[src/rtl/trigpg_pkg.sv]
package trigpg_pkg;
  // Strobes from the control to the datapath
  typedef struct packed {
    logic clear;      // mode changed: clear all counters and the output
    logic divRun;     // divided-clock mode is active
    logic pulseRun;   // pattern mode is active
    logic pulseLoad;  // start a new pulse
  } trigStrobe_t;
endpackage

[src/rtl/trigpg_ctrl.sv]
module trigpg_ctrl
  import trigpg_pkg::*;
(
  input  logic        clk,
  input  logic        rstN,
  input  logic        modeSel,
  input  logic        patWrap,
  input  logic        hit,
  input  logic        busy,
  output trigStrobe_t strobe
);
  logic modeReg;
  logic synced;
  logic quiet;

  assign quiet = (modeSel == modeReg);

  always_ff @(posedge clk or negedge rstN) begin
    if (!rstN) begin
      modeReg <= 1'b0;
      synced  <= 1'b0;
    end else begin
      modeReg <= modeSel;
      if (!quiet)
        synced <= 1'b0;
      else if (modeSel && patWrap)
        synced <= 1'b1;
    end
  end

  always_comb begin
    strobe.clear     = !quiet;
    strobe.divRun    = quiet && !modeSel;
    strobe.pulseRun  = quiet && modeSel;
    strobe.pulseLoad = quiet && modeSel && hit && (patWrap || synced) && !busy;
  end
endmodule

[src/rtl/trigpg_dp.sv]
module trigpg_dp
  import trigpg_pkg::*;
#(
  parameter int IDX_W   = 16,
  parameter int PULSE_W = 64,
  parameter int DIV     = 8
) (
  input  logic             clk,
  input  logic             rstN,
  input  logic [IDX_W-1:0] trigPos,
  input  logic [IDX_W-1:0] patLen,
  input  logic             patWrap,
  input  trigStrobe_t      strobe,
  output logic             hit,
  output logic             busy,
  output logic             trigOut
);
  localparam int DIV_W = $clog2(DIV);
  localparam int CNT_W = $clog2(PULSE_W);
  localparam logic [DIV_W-1:0] HALF    = DIV_W'(DIV / 2);
  localparam logic [CNT_W-1:0] LOADVAL = CNT_W'(PULSE_W - 1);

  logic [IDX_W-1:0] idxReg, idxNow, posEff;
  logic [DIV_W-1:0] divCnt, divNext;
  logic [CNT_W-1:0] widthCnt;
  logic             outReg;

  assign idxNow  = patWrap ? '0 : idxReg + 1'b1;
  assign posEff  = (trigPos >= patLen) ? patLen - 1'b1 : trigPos;
  assign hit     = (idxNow == posEff);
  assign divNext = divCnt + 1'b1;
  assign busy    = outReg;
  assign trigOut = outReg;

  always_ff @(posedge clk or negedge rstN) begin
    if (!rstN) begin
      idxReg   <= '0;
      divCnt   <= '0;
      widthCnt <= '0;
      outReg   <= 1'b0;
    end else if (strobe.clear) begin
      idxReg   <= '0;
      divCnt   <= '0;
      widthCnt <= '0;
      outReg   <= 1'b0;
    end else begin
      if (strobe.divRun) begin
        divCnt <= divNext;
        outReg <= (divNext >= HALF);
      end
      if (strobe.pulseRun) begin
        idxReg <= idxNow;
        if (outReg) begin
          if (widthCnt == '0) outReg <= 1'b0;
          else                widthCnt <= widthCnt - 1'b1;
        end else if (strobe.pulseLoad) begin
          outReg   <= 1'b1;
          widthCnt <= LOADVAL;
        end
      end
    end
  end
endmodule

[src/rtl/trigger_pulse_gen.sv]
module trigger_pulse_gen
  import trigpg_pkg::*;
#(
  parameter int IDX_W   = 16,
  parameter int PULSE_W = 64,
  parameter int DIV     = 8
) (
  input  logic             clk,
  input  logic             rstN,
  input  logic             modeSel,
  input  logic [IDX_W-1:0] trigPos,
  input  logic [IDX_W-1:0] patLen,
  input  logic             patWrap,
  output logic             trigOut
);
  trigStrobe_t strobe;
  logic        hit;
  logic        busy;

  trigpg_ctrl u_ctrl (
    .clk(clk), .rstN(rstN), .modeSel(modeSel), .patWrap(patWrap),
    .hit(hit), .busy(busy), .strobe(strobe)
  );

  trigpg_dp #(.IDX_W(IDX_W), .PULSE_W(PULSE_W), .DIV(DIV)) u_dp (
    .clk(clk), .rstN(rstN), .trigPos(trigPos), .patLen(patLen),
    .patWrap(patWrap), .strobe(strobe), .hit(hit), .busy(busy),
    .trigOut(trigOut)
  );
endmodule

[config.mk]
export PLATFORM = sky130hd
export DESIGN_NAME = trigger_pulse_gen
export DESIGN_NICKNAME = d
export VERILOG_FILES = /design/src/rtl/trigpg_pkg.sv /design/src/rtl/trigpg_ctrl.sv /design/src/rtl/trigpg_dp.sv /design/src/rtl/trigger_pulse_gen.sv
export SDC_FILE = /design/constraint.sdc
export NUM_CORES = 1
export LEC_CHECK = 0
export ABC_AREA = 1
export BUFFER_PORTS_ARGS = -buffer_cell sky130_fd_sc_hd__clkbuf_2
export CAP_MARGIN = 15
export CORE_MARGIN = 4
export CORE_UTILIZATION = 59
export DETAILED_ROUTE_END_ITERATION = 16
export HOLD_SLACK_MARGIN = 0.02
export PLACE_DENSITY = 0.81
export SLEW_MARGIN = 10
export SYNTH_ARGS = -nofsm -noshare
export SYNTH_HDL_FRONTEND = slang
export SYNTH_HIERARCHICAL = 1
export SYNTH_SLANG_ARGS = --single-unit
[constraint.sdc]
create_clock -name clk -period 2.6 [get_ports clk]
set_input_delay 0.52 -clock clk [delete_from_list [all_inputs] [get_ports clk]]
set_output_delay 0.52 -clock clk [all_outputs]
set_load 0.02 [all_outputs]
==> impl_metrics.yaml <==
run_status:
  outcome: "finished, violations left"
  failed_checks: "setup timing"
synth:
  syn-num-nets: 545
  ys_seq_elements: 28
  seq_area_frac_synth_pct: 23.2
  syn-cell-area_mm2: 0.00302
  syn_area_per_cell_um2: 6.21
  ys_types: 38
  netlist_instances: 486
  synth-warning-count: 6
global_route:
  antenna_found_initial: 0
  globalRouteMet1Util_pct: 39.2
  grt_usage_pct: 32.5
  busiest_layer: "met2"
  grt_pass1_vias: 3717
  grt_pass1_wl_mm: 16.5
  grtUsageMet3_pct: 2.60
  grtUsageMet2_pct: 57.7
  globalRouteOverflowTotal: 0
  grt_max_degree: 29
critical_path:
  critPathMaxStageDelay_ns: 0.25
  path_common_cell: "nand2_1"
  cpMaxStageDelayCell: "ha_4"
  end_kind: "flip-flop"
  cp_max_fo: 9
  critPathArrivalTime_ns: 3.48
  critical_path.startpoint_type: "primary input"
  crit_type: "in2reg"
  cp.required_ns: 2.79
clocking:
  cts_tree: "built"
  cts_root_buffer: "clkbuf_8"
  cts_max_level: 1
  clk_path_buf_depth: 2
  clk_latency_ns: 0.27
  cts_hold_buf: 0
  cts_buffers: 3
  clkSinkCount: 28
  clkSlewWorstSetupHoldPaths_ns: 0.10
pwr:
  p_leak_uw: 0.00221
  intPower_uw: 978
  pwr_density_cell_mw_per_mm2: 368
  seqPwrFrac_pct: 30.7
  total_power_uw: 1620
  ir_worst_vdd_v: 0.000190
  switchingPower_uw: 641
  power_frac_comb_pct: 48.1
  p_clk_share_pct: 21.3
  switching_share_pct: 39.6
placement:
  place_congestion: 0.981
  port_buffers: 36
  place_hpwl_mm: 6.88
timing:
  finalCritPeriodShare_pct: 127
  fin_crit_ns: 3.30
  skew_ns: 0.00198
  slew_viol_final: 0
  whs_ns: 0.275
  fmax_mhz: 303
  worst_pin_slew_ns: 0.712
  rsz0062_at_grt: "yes"
  hold_violations: 0
  maxSlewHeadroom_pct: 52.6
  fin_ws_ns: -0.696
  setup_violations: 7
job:
  cap_violations: 0
cells_and_area:
  antennaDiodeCount: 0
  drive_gt1_share_pct: 32.4
  layout.cells.most_common_list: "nand2_1 (129), buf_4 (68), inv_1 (64)"
  final_common_cell: "nand2_1"
  fin_nets: 653
  multi_input_area_mm2: 0.00233
  syn_to_final_growth_pct: 45.7
  nFillCells: 204
  ff_latch_area_um2: 701
detailed_routing:
  drc: 0
  postRouteAntennaNets: 0
  first_iter_violations: 912
  drt_wl_total_mm: 13.9
  vias_per_cell: 6.64
  avgRoutedWirePerCell_um: 21.1
  via_count: 4385
  drtPass1Iterations: 8
die:
  core_region_area_mm2: 0.00485
  dieArea_mm2: 0.00632
  die_h_um: 79.5
  rows: 25
  start_util_pct: 62.2
  io_pins: 37
  die_x_um: 79.5
hold_path:
  hp-class: "in2async"
[area by class of cell]
cell class | instances | area share (%)
clock buffer | 3 | 0.939
clock inverter | 1 | 0.683
inverter | 83 | 8.00
multi-input combinational | 369 | 53.1
sequential | 28 | 15.9
tap | 67 | 1.91
timing repair buffer | 109 | 19.5
[kinds of logic after synthesis]
| family | share of synthesized area (%) |
|---|---|
| compound gates | 11.6 |
| xor+xnor | 2.90 |
| buf+inv | 12.7 |
| simple gates | 40.0 |
| fa+ha+maj | 9.54 |
| flops | 23.2 |
[per-stage QoR]
step / instances / setup WS (ns) / instance area, um^2 / TNS (ns) / util [%]
4_1_cts: 652 / -0.130 / 4090 / -0.689 / 84.3
3_3_place_gp: 638 / -0.395 / 3860 / -2.34 / 79.6
6_report: 660 / -0.696 / 4400 / -4.16 / 90.7
2_1_floorplan: 486 / -0.0641 / 3220 / -0.109 / -
5_1_grt: 660 / -0.699 / 4400 / -4.46 / 90.7
3_5_place_dp: 638 / -0.527 / 3860 / -3.06 / 79.6
[routing by layer]
metal,vias up,part of all wire [%]
met4,0,11
li1,1789,-
met2,512,43
met5,-,0
met3,174,13
met1,1910,32
[flip-flops by register name, summed over array words and instances, names as in the netlist]
register	count
u_ctrl/modeReg	1
u_ctrl/synced	1
u_dp/busy	1
u_dp/divCnt	3
u_dp/idxReg	16
u_dp/widthCnt	6
[cell usage after synthesis, drive strengths merged]
| master | n | area [um^2] |
|---|---|---|
| o21bai | 2 | 15.0 |
| clkinv | 2 | 7.51 |
| a31o | 1 | 8.76 |
| nor3 | 12 | 65.1 |
| o211ai | 3 | 22.5 |
| o21a | 1 | 7.51 |
| buf | 8 | 68.8 |
| nand2 | 139 | 532 |
| nand3b | 6 | 45.0 |
| nand4 | 7 | 43.8 |
| a21oi | 15 | 93.9 |
| dfrtp | 28 | 701 |
| nor2 | 54 | 208 |
| a31oi | 1 | 6.26 |
| nor4 | 1 | 6.26 |
| xnor2 | 1 | 8.76 |
| o31ai | 1 | 7.51 |
| nor3b | 1 | 12.5 |
| clkbuf | 1 | 3.75 |
| xor2 | 9 | 78.8 |
| o21ai | 18 | 93.8 |
| nand3 | 56 | 295 |
| o22ai | 15 | 93.8 |
| ha | 23 | 288 |
| inv | 81 | 304 |
[critical path, delay by kind of cell]
family	cells	cell delay (ns)
and+or+nand+nor	21	2.22
AOI/OAI and AO/OA	2	0.34
adders and majority gates	1	0.25
buffers and inverters	2	0.13
[timing repair]
| item | 4_1_cts | 5_1_grt |
|---|---|---|
| gates cloned | 3 | 1 |
| setup endpoints to repair | 6 | 7 |
| endpoints found under the hold margin | 0 | 0 |
| pin swaps | 11 | 26 |
| resized for setup | 17 | 70 |
| setup buffers | 7 | 7 |
[path summary, 6_finish.rpt]
kind | from | end | slack, ns | depth (start not counted)
max | patLen[1] | u_dp/widthCnt[1] | -0.70 | 26
min | rstN | u_dp/idxReg[14] | 0.28 | 1
max reg2reg | u_dp/idxReg[0] | u_dp/widthCnt[1] | -0.38 | 22
min reg2reg | u_ctrl/synced | u_ctrl/synced | 0.54 | 2
max in group asynchronous | rstN | u_dp/widthCnt[1] | 1.87 | 1
min in group clk | modeSel | u_ctrl/modeReg | 0.40 | 1
[power groups by stage]
stage | Clock (uW) | Sequential, uW | Combinational, uW
after floorplan | 0 | 491 | 354
after CTS | 346 | 491 | 584
after global placement | 0 | 497 | 530
after global routing | 358 | 499 | 810
final | 345 | 496 | 778
after detailed placement | 0 | 497 | 551
No activity file was read; power rests on OpenSTA's default activity.
